## config.mk

```make
export PLATFORM = sky130hd
export DESIGN_NAME = mbox_cmd_seq
export DESIGN_NICKNAME = d
export VERILOG_FILES = /design/src/rtl/mbox_pkg.sv /design/src/rtl/mbox_crc6.sv /design/src/rtl/mbox_poll_timer.sv /design/src/rtl/mbox_cmd_seq.sv
export SDC_FILE = /design/constraint.sdc
export NUM_CORES = 1
export LEC_CHECK = 0
export ABC_AREA = 1
export BUFFER_PORTS_ARGS = -buffer_cell sky130_fd_sc_hd__buf_2
export CAP_MARGIN = 5
export CORE_ASPECT_RATIO = 0.5
export CORE_MARGIN = 5
export CORE_UTILIZATION = 48
export CTS_CLUSTER_SIZE = 14
export DETAILED_ROUTE_END_ITERATION = 10
export GPL_TIMING_DRIVEN = 0
export MAX_ROUTING_LAYER = met4
export PLACE_DENSITY = 0.69
export SYNTH_ARGS = -nofsm -noshare
export SYNTH_HDL_FRONTEND = slang
export SYNTH_SLANG_ARGS = --single-unit
```

## constraint.sdc

```tcl
create_clock -name clk_i -period 4.13 [get_ports clk_i]
set_clock_uncertainty 0.15 [all_clocks]
set_input_delay 0.413 -clock clk_i [delete_from_list [all_inputs] [get_ports clk_i]]
set_output_delay 0.413 -clock clk_i [all_outputs]
set_load 0.03 [all_outputs]
```

## src/rtl/mbox_pkg.sv

```systemverilog
package mbox_pkg;
  localparam int ID_W  = 13;
  localparam int LEN_W = 10;
  localparam int CRC_W = 6;
  localparam logic [CRC_W-1:0] CRC_POLY = 6'h2F;
  localparam logic [15:0] SWRST_WORD = 16'h9907;

  typedef enum logic [1:0] {
    ST_OK      = 2'd0,
    ST_FW_ERR  = 2'd1,
    ST_CRC_ERR = 2'd2,
    ST_TIMEOUT = 2'd3
  } status_e;

  typedef enum logic [2:0] {
    S_IDLE, S_WR_LEN, S_WR_CTRL, S_POLL_RD, S_POLL_WAIT, S_RD_CTRL, S_RD_LEN, S_FINISH
  } state_e;
endpackage

```

## src/rtl/mbox_crc6.sv

```systemverilog
module mbox_crc6
  import mbox_pkg::*;
(
  input  logic [15:0]      word_i,
  input  logic [LEN_W-1:0] len_i,
  output logic [CRC_W-1:0] crc_o
);
  localparam int NB = 32;

  logic [NB-1:0] msg;
  logic [NB:0][CRC_W-1:0] chain;

  assign msg      = {{(16-LEN_W){1'b0}}, len_i, word_i};
  assign chain[0] = '0;

  // bytes low to high, each byte MSB first
  for (genvar k = 0; k < NB; k++) begin : g_bit
    localparam int SRC = (k / 8) * 8 + 7 - (k % 8);
    logic fb;
    assign fb         = chain[k][CRC_W-1] ^ msg[SRC];
    assign chain[k+1] = {chain[k][CRC_W-2:0], 1'b0} ^ (fb ? CRC_POLY : '0);
  end

  assign crc_o = chain[NB];
endmodule

```

## src/rtl/mbox_poll_timer.sv

```systemverilog
module mbox_poll_timer #(
  parameter int GAP   = 1500,
  parameter int LIMIT = 50_000_000
) (
  input  logic clk_i,
  input  logic rst_ni,
  input  logic clr_i,
  input  logic run_i,
  input  logic wait_i,
  output logic gap_done_o,
  output logic expired_o
);
  localparam int TW = $clog2(LIMIT + 1);
  localparam int GW = $clog2(GAP + 1);

  logic [TW-1:0] tot_q;
  logic [GW-1:0] gap_q;

  assign expired_o  = tot_q >= TW'(LIMIT);
  assign gap_done_o = wait_i && (gap_q >= GW'(GAP - 1));

  always_ff @(posedge clk_i or negedge rst_ni) begin
    if (!rst_ni) begin
      tot_q <= '0;
      gap_q <= '0;
    end else begin
      if (clr_i)                  tot_q <= '0;
      else if (run_i && !expired_o) tot_q <= tot_q + 1'b1;
      gap_q <= wait_i ? gap_q + 1'b1 : '0;
    end
  end

  p_expire_hold_r5: assert property (@(posedge clk_i) disable iff (!rst_ni)
    (expired_o && !clr_i) |=> expired_o);
endmodule

```

## src/rtl/mbox_cmd_seq.sv

```systemverilog
module mbox_cmd_seq
  import mbox_pkg::*;
#(
  parameter int ADDR_W     = 5,
  parameter int CTRL_ADDR  = 0,
  parameter int LEN_ADDR   = 1,
  parameter int POLL_GAP   = 1500,
  parameter int POLL_LIMIT = 50_000_000
) (
  input  logic              clk_i,
  input  logic              rst_ni,
  input  logic              cmd_valid_i,
  input  logic [ID_W-1:0]   cmd_id_i,
  input  logic [LEN_W-1:0]  cmd_len_i,
  input  logic              swrst_i,
  input  logic              fault_clr_i,
  output logic              busy_o,
  output logic              done_o,
  output logic [1:0]        status_o,
  output logic [31:0]       result_o,
  output logic              fault_o,
  output logic              shutdown_o,
  output logic [ADDR_W-1:0] bus_addr_o,
  output logic [15:0]       bus_wdata_o,
  output logic              bus_wr_o,
  output logic              bus_rd_o,
  input  logic [15:0]       bus_rdata_i,
  input  logic              bus_ack_i
);
  localparam int RES_W = LEN_W + 1;
  localparam logic [RES_W-1:0] FW_CRC6_CODE  = {1'b1, {LEN_W{1'b0}}};
  localparam logic [RES_W-1:0] FW_CRC16_CODE = {1'b1, {(LEN_W-1){1'b0}}, 1'b1};

  state_e            state_q;
  logic [ID_W-1:0]   id_q;
  logic [LEN_W-1:0]  len_q;
  logic              swrst_q;
  logic [15:0]       ctrl_q;
  status_e           status_q;
  logic [31:0]       result_q;
  logic              fwcrc_q;
  logic              fault_q;
  logic              shut_q;

  // request encoding
  logic [CRC_W-1:0] enc_crc;
  logic [15:0]      ctrl_enc, len_enc;

  mbox_crc6 i_enc (
    .word_i ({3'b111, id_q}),
    .len_i  (len_q),
    .crc_o  (enc_crc)
  );

  assign ctrl_enc = {1'b1, enc_crc[5:4], id_q};
  assign len_enc  = {2'b11, enc_crc[3:0], len_q};

  // response check: ctrl_q holds control word, rdata holds length word
  logic [15:0]      ctrl_rec;
  logic [CRC_W-1:0] chk_crc, rx_crc;
  logic [RES_W-1:0] res_raw;
  logic             crc_ok;

  assign ctrl_rec = {ctrl_q[15], bus_rdata_i[14], bus_rdata_i[15], ctrl_q[12:0]};
  assign rx_crc   = {ctrl_q[14:13], bus_rdata_i[13:10]};
  assign res_raw  = {bus_rdata_i[14], bus_rdata_i[LEN_W-1:0]};

  mbox_crc6 i_chk (
    .word_i (ctrl_rec),
    .len_i  (bus_rdata_i[LEN_W-1:0]),
    .crc_o  (chk_crc)
  );

  assign crc_ok = chk_crc == rx_crc;

  // poll timing
  logic gap_done, expired;

  mbox_poll_timer #(
    .GAP   (POLL_GAP),
    .LIMIT (POLL_LIMIT)
  ) i_timer (
    .clk_i      (clk_i),
    .rst_ni     (rst_ni),
    .clr_i      (state_q == S_WR_CTRL),
    .run_i      (state_q == S_POLL_RD || state_q == S_POLL_WAIT),
    .wait_i     (state_q == S_POLL_WAIT),
    .gap_done_o (gap_done),
    .expired_o  (expired)
  );

  always_comb begin
    bus_wr_o    = 1'b0;
    bus_rd_o    = 1'b0;
    bus_addr_o  = ADDR_W'(CTRL_ADDR);
    bus_wdata_o = '0;
    unique case (state_q)
      S_WR_LEN: begin
        bus_wr_o    = 1'b1;
        bus_addr_o  = ADDR_W'(LEN_ADDR);
        bus_wdata_o = swrst_q ? 16'h0000 : len_enc;
      end
      S_WR_CTRL: begin
        bus_wr_o    = 1'b1;
        bus_wdata_o = swrst_q ? SWRST_WORD : ctrl_enc;
      end
      S_POLL_RD, S_RD_CTRL: bus_rd_o = 1'b1;
      S_RD_LEN: begin
        bus_rd_o   = 1'b1;
        bus_addr_o = ADDR_W'(LEN_ADDR);
      end
      default: ;
    endcase
  end

  always_ff @(posedge clk_i or negedge rst_ni) begin
    if (!rst_ni) begin
      state_q  <= S_IDLE;
      id_q     <= '0;
      len_q    <= '0;
      swrst_q  <= 1'b0;
      ctrl_q   <= '0;
      status_q <= ST_OK;
      result_q <= '0;
      fwcrc_q  <= 1'b0;
    end else begin
      unique case (state_q)
        S_IDLE: begin
          if (cmd_valid_i) begin
            id_q    <= cmd_id_i;
            len_q   <= cmd_len_i;
            swrst_q <= 1'b0;
            state_q <= S_WR_LEN;
          end else if (swrst_i) begin
            swrst_q <= 1'b1;
            state_q <= S_WR_LEN;
          end
        end
        S_WR_LEN: if (bus_ack_i) state_q <= S_WR_CTRL;
        S_WR_CTRL: begin
          if (bus_ack_i) begin
            if (swrst_q) begin
              status_q <= ST_OK;
              result_q <= '0;
              fwcrc_q  <= 1'b0;
              state_q  <= S_FINISH;
            end else begin
              state_q <= S_POLL_RD;
            end
          end
        end
        S_POLL_RD: if (bus_ack_i) state_q <= bus_rdata_i[15] ? S_POLL_WAIT : S_RD_CTRL;
        S_POLL_WAIT: begin
          if (expired) begin
            status_q <= ST_TIMEOUT;
            result_q <= '0;
            fwcrc_q  <= 1'b0;
            state_q  <= S_FINISH;
          end else if (gap_done) begin
            state_q <= S_POLL_RD;
          end
        end
        S_RD_CTRL: begin
          if (bus_ack_i) begin
            ctrl_q  <= bus_rdata_i;
            state_q <= S_RD_LEN;
          end
        end
        S_RD_LEN: begin
          if (bus_ack_i) begin
            if (!crc_ok) begin
              status_q <= ST_CRC_ERR;
              result_q <= '0;
              fwcrc_q  <= 1'b1;
            end else begin
              status_q <= res_raw[RES_W-1] ? ST_FW_ERR : ST_OK;
              result_q <= {{(32-RES_W){res_raw[RES_W-1]}}, res_raw};
              fwcrc_q  <= (res_raw == FW_CRC6_CODE) || (res_raw == FW_CRC16_CODE);
            end
            state_q <= S_FINISH;
          end
        end
        S_FINISH: state_q <= S_IDLE;
        default:  state_q <= S_IDLE;
      endcase
    end
  end

  // sticky fault; a new hit outranks a clear
  logic fault_hit;
  assign fault_hit = (state_q == S_FINISH) && fwcrc_q;

  always_ff @(posedge clk_i or negedge rst_ni) begin
    if (!rst_ni) begin
      fault_q <= 1'b0;
      shut_q  <= 1'b0;
    end else begin
      fault_q <= fault_hit | (fault_q & ~fault_clr_i);
      shut_q  <= fault_hit & ~fault_q;
    end
  end

  assign busy_o     = state_q != S_IDLE;
  assign done_o     = state_q == S_FINISH;
  assign status_o   = status_q;
  assign result_o   = result_q;
  assign fault_o    = fault_q;
  assign shutdown_o = shut_q;

  p_idle_quiet_r1: assert property (@(posedge clk_i) disable iff (!rst_ni)
    !busy_o |-> (!bus_wr_o && !bus_rd_o));
  p_bus_excl_r3: assert property (@(posedge clk_i) disable iff (!rst_ni)
    !(bus_wr_o && bus_rd_o));
  p_req_hold_r3: assert property (@(posedge clk_i) disable iff (!rst_ni)
    (bus_rd_o && !bus_ack_i) |=> (bus_rd_o && $stable(bus_addr_o)));
  p_fault_sticky_r8: assert property (@(posedge clk_i) disable iff (!rst_ni)
    (fault_o && !fault_clr_i) |=> fault_o);
  p_shut_edge_r9: assert property (@(posedge clk_i) disable iff (!rst_ni)
    shutdown_o |-> (fault_o && !$past(fault_o) && $past(done_o)));
  p_done_pulse_r11: assert property (@(posedge clk_i) disable iff (!rst_ni)
    done_o |=> !done_o);
  p_done_busy_r11: assert property (@(posedge clk_i) disable iff (!rst_ni)
    done_o |-> busy_o);
endmodule

```

# [After elaboration in Yosys (flattened, before gate mapping)]
# Index checks and enable logic that the tools add are counted.
[op_classes] add_sub_neg=2 magnitude_cmp=2 n_eq_ne=19 mux=106 bitwise_logic=114 reduce_logical=19
[ops] operator="2-to-1 mux 6 bit" n=64
[ops] operator="XOR 6 bit" n=62
[ops] operator="2-to-1 mux 32 bit" n=5
[ops] operator="one-hot mux 32 bit (3 select lines)" n=1
[ops] operator="2-to-1 mux 26 bit" n=2
[ops] operator="XOR 1 bit" n=47
[ops] operator="one-hot mux 16 bit (2 select lines)" n=1
[ops] operator="2-to-1 mux 3 bit" n=10
[ops] operator="adder 26 x 1 -> 26 bit, second input constant" n=1
[ops] operator=">= comparator 26 bit, second input constant" n=1
[ops] operator="one-hot mux 3 bit (8 select lines)" n=1
[ops] operator="== test 11 bit, second input constant" n=2
[ops] operator="2-to-1 mux 16 bit" n=1
[ops] operator="2-to-1 mux 15 bit" n=1
[ops] operator="inequality test 2 bit, second input constant" n=7
[ops] operator="== test 3 bit, second input constant" n=4
[ops] operator="2-to-1 mux 1 bit" n=12
[ops] operator="adder 11 x 1 -> 11 bit, second input constant" n=1
[ops] operator=">= comparator 11 bit, second input constant" n=1
[ops] operator="2-to-1 mux 11 bit" n=1
[ops] operator="2-to-1 mux 2 bit" n=5
[ops] operator="AND reduction 7 bit" n=1
[ops] operator="== test 3 x 2 -> 1 bit, second input constant" n=2
[ops] operator="== test 6 bit" n=1
[ops] operator="17 further kinds" n=28
[totals] register_bits=117 input_bits=45 output_inout_bits=61 elab_cells=274

# [Logic depth before layout (Yosys ltp)]
[logic_depth] ltp_word=92 mapped_depth=39 mapped_depth_nobuf=39

# [Modules after synthesis]
# A second synthesis with hierarchy kept.
[unflattened] cells_unflattened=1364 hier_area_um2=8536.9
[by_module_without_submodules] mod="mbox_crc6" instances=2 cells_per_inst=298 area_per_inst_um2=1525.2 seq_area_each_um2=0.0
[by_module_without_submodules] mod="mbox_cmd_seq" instances=1 cells_per_inst=396 area_per_inst_um2=3046.7 seq_area_each_um2=1476.4
[by_module_without_submodules] mod="mbox_poll_timer" instances=1 cells_per_inst=372 area_per_inst_um2=2439.8 seq_area_each_um2=925.9

# [Least setup slack after synthesis]
# OpenSTA, ideal clock, no wires.
[synth_timing] path_kind="register -> output" from="register id_q[5]" to="output port bus_wdata_o[10]" t_arrival_ns=3.454 required_ns=3.567 setup_slack_ns=0.113 stages_incl_launch_ff=35 n_path_buf=1 path_cell_list="dfrtp_1 > buf_4 > xor2_1 > inv_2 > nand2_1 > nand2_1 > inv_1 > nand2_1 > nand2_1 > nand2_1 > nand3_1 > nand2_1 > nand2_1 > nand3_2 > nand2_2 > nand2_1 > nand2_1 > inv_1 > nand3_2 > nand2_2 > nand2_2 > nand2_1 > nand2_1 > nand3_2 > nand2_1 > nand2_1 > nand3_1 > nand2_1 > nand2_1 > nand2_1 > nand2_1 > nand2_1 > nand2_1 > nand2_1 > o22ai_1"
[synth_via] elab_chain_cells=83
[synth_rtl] item="start, declared" line="mbox_cmd_seq.sv:35" rtl="logic [ID_W-1:0] id_q;"
[synth_rtl] item="start signal, assigned" line="mbox_cmd_seq.sv:130" rtl="id_q <= cmd_id_i;"
[synth_rtl] item="XOR 1 bit *" line="mbox_crc6.sv:20" rtl="assign fb = chain[k][CRC_W-1] ^ msg[SRC];"
[synth_rtl] item="2-to-1 mux 6 bit *" line="mbox_crc6.sv:21" rtl="assign chain[k+1] = {chain[k][CRC_W-2:0], 1'b0} ^ (fb ? CRC_POLY : '0);"
[synth_rtl] item="XOR 6 bit *" line="mbox_crc6.sv:21"
[synth_rtl] item="XOR 1 bit" line="mbox_crc6.sv:20"
[synth_rtl] item="2-to-1 mux 6 bit" line="mbox_crc6.sv:21"
[synth_rtl] item="XOR 6 bit *" line="mbox_crc6.sv:21"
[synth_rtl] item="XOR 1 bit" line="mbox_crc6.sv:20"
[synth_rtl] item="2-to-1 mux 6 bit" line="mbox_crc6.sv:21"
[synth_rtl] item="(+67 left out)"
[synth_rtl] item="XOR 1 bit" line="mbox_crc6.sv:20"
[synth_rtl] item="2-to-1 mux 6 bit" line="mbox_crc6.sv:21"
[synth_rtl] item="XOR 6 bit *" line="mbox_crc6.sv:21"
[synth_rtl] item="XOR 1 bit *" line="mbox_crc6.sv:20"
[synth_rtl] item="2-to-1 mux 6 bit *" line="mbox_crc6.sv:21"
[synth_rtl] item="XOR 6 bit *" line="mbox_crc6.sv:21"
[synth_rtl] item="2-to-1 mux 16 bit *" line="mbox_cmd_seq.sv:101" rtl="bus_wdata_o = swrst_q ? 16'h0000 : len_enc;"
[synth_rtl] item="one-hot mux 16 bit (2 select lines) *" line="mbox_cmd_seq.sv:97" rtl="unique case (state_q)"
[synth_rtl] item="end, declared" line="mbox_cmd_seq.sv:24" rtl="output logic [15:0] bus_wdata_o,"
# Every way passes the cells marked *; elsewhere a longest branch is shown, timed or not.

# [Worst setup path in the final report]
# Same ends and word-level chain as after synthesis.

==> qor.txt <==
Crit path setup slack, layout: -0.6722 ns
Largest net degree at the start of global routing: 54
Via/cell ratio: 5.361
Chip Width: 181.7 um
WHS Path Cells: 2
1st-pass router iterations: 8
Via count: 7,624
Final setup fails: 5
Initial antenna violation count: 0
CP Class: reg2out
CTS buffer count: 9
Critical Path Most Common Cell: nand2_1
Unique masters post-synth: 42
I/O Pins: 106
Placed cell areas: 0.007870 mm2
Worst-margin pin slew: 0.7100 ns
Vias in the first global route: 6,922
Final HPWL DP: 14.66 mm
Die area: 0.01742 mm2
CTS clk-pin slew, worst paths: 0.08 ns
Area of the mapped netlist: 0.007076 mm2
Unrepaired setup endpoints after global routing: yes
Clock root cell: clkbuf_16
Die H: 95.85 um
Port bufs: 101
CTS tree: yes
Max incr delay on CP: 0.34 ns
GPL Wtd Cong: 0.9254
Clock Path Buffers: 2
GR Util All Layers: 23.38%
First-pass GRT wire length: 32.46 mm
CP max-delay cell: dfrtp_1
Final Hold Viols: 0
Max_slew headroom: 52.67%
Period Utilization, post-route: 116.3%
Worst path bufs/invs: 7
Failing checks: negative setup slack
DRC errors left: 0
Final net count: 1,267
Rows: 31
H-tree Lvls: 3
Worst EP arrival: 4.24 ns
Cell family with most CP delay: simple AND/OR/NAND/NOR gates
Share of layout cells above drive strength 1: 36.27%
Finished layout cell area: 0.009823 mm2
WL per Instance: 15.45 um
End-of-flow core utilization: 67.90%
Area growth, synth to finish: 38.83%
Total stage count of the critical path: 35
Crit Path Max Fanout: 7
Grt total ovfl: 0
Max Freq: 208.2 MHz
Drt total wl: 21.97 mm
Fin crit period: 4.802 ns
Routed Antenna Nets: 0
Status: complete, but fails checks
Min Hold Slack: 0.09937 ns
Synth Flop Type: dfrtp_1
Critical Path RT: 3.57 ns
Clk sinks: 96
Post-synth ARST share: 100.0%
Cells after Synth: 1,062
R2R cell count: 33
Initial Util: 48.91%
Core area: 0.01447 mm2
Sequential share of the synthesized area: 33.95%
Antenna Diode Count: 0
#FFs+latches synth: 96
CP startpoint kind: flop
Initial DRC count: 619
Syn avg cell area: 6.662 um2
Hold Path Class: in2reg
Skew-Pair Late Insertion Delay: 0.35 ns
CP endpoint kind: output port
Final setup TNS: -3.093 ns
Max Slew Vio Count: 0
Post-synth EDFFs: 0
Ys Warns: 0
Max cap viols: 0
-- worst paths after layout --
check	startpoint	endpoint	slack (ns)
max	id_q[5]	bus_wdata_o[10]	-0.67
min	fault_clr_i	fault_o	0.1
max reg2reg	ctrl_q[5]	fwcrc_q	0.21
min reg2reg	fault_o	shutdown_o	0.32
max in group asynchronous	rst_ni	id_q[0]	2.64
min in group asynchronous	rst_ni	result_o[9]	0.50
-- layer usage --
layer / vias up / share of wire, % / global-route usage, %
li1: 3690 / - / -
met1: 3538 / 42 / 28.55
met2: 310 / 49 / 40.93
met3: 86 / 6.1 / 4.190
met4: 0 / 3.1 / 5.930
met5: - / 0 / -
-- metrics by stage --
| stage | worst slack [ns] | instances |
|---|---|---|
| 2_1_floorplan | 0.1126 | 1065 |
| 3_5_place_dp | -0.3533 | 1365 |
| 4_1_cts | -0.3830 | 1398 |
| 5_1_grt | -0.8932 | 1422 |
| 3_3_place_gp | -0.2655 | 1364 |
| 6_report | -0.6722 | 1422 |
-- what timing repair did --
item                       in CTS  in global routing
hold endpoints to repair       52                  0
pin swaps                      36                 90
gates cloned                    0                  1
hold buffers                    1                  0
setup buffers                  16                 24
setup endpoints to repair       5                 19
gates resized for setup        96                218
-- cell families (layout without fill, tap and decap cells) --
family / after synthesis / count (layout) / share of synthesized area (%)
AO/OA/AOI/OAI: 132 / 132 / 10.40
buffers and inverters: 192 / 350 / 11.58
adder cells (fa/ha/maj): 3 / 3 / 0.5306
multiplexers: 1 / 1 / 0.1591
other: 1 / 4 / 0.05300
flip-flops: 96 / 96 / 33.95
AND/OR/NAND/NOR: 596 / 597 / 37.56
XOR/XNOR: 41 / 41 / 5.765
-- cells in the mapped netlist, types with 5 or more instances --
library cell  number  area share [%]
a21oi_1           22             1.6
buf_4             26             2.8
clkbuf_1          13            0.69
dfrtp_1           96              34
inv_1            145             7.7
inv_2              7            0.37
nand2_1          323              17
nand2_2           32             2.8
nand3_1          118             8.3
nand3_2           10             1.4
nand3b_1          10             1.1
nand4_1           11            0.97
nor2_1            64             3.4
nor3_1            17             1.2
nor4_1             5            0.44
o21a_1             5            0.53
o21ai_0           76             5.4
o21ai_1            9            0.64
o22ai_1            5            0.44
xnor2_1           12             1.5
xor2_1            25             3.1
-- state kept, by name, indices dropped and copies added (netlist names), 2 cells and up --
signal	count
result_o	11
state_q	3
i_timer.tot_q	26
status_o	2
i_timer.gap_q	11
ctrl_q	16
len_q	10
id_q	13
-- layout make-up --
cell class	count	area [um2]
inverter	152	583.1
tap	198	247.7
clock buffer	9	225.2
sequential	96	2410
clock inverter	7	90.09
timing repair buffer	143	877.1
buffer	39	247.7
fill	1181	4644
multi-input combinational	778	5142
-- placed cells by master, fill, tap and decap left out, types with 46 or more instances in the layout --
master   synthesis  routed
dfrtp_1         96      90
o21ai_0         76      73
nor2_1          64      62
nand2_4          0      46
nand3_1        118      62
nand2_2         32      78
buf_4           26      66
buf_2            1      95
inv_1          145     127
nand2_1        323     225
Power is left out: the tool's default activity adds up to more than one toggle a clock period on the data nets, which glitch-free logic cannot reach.
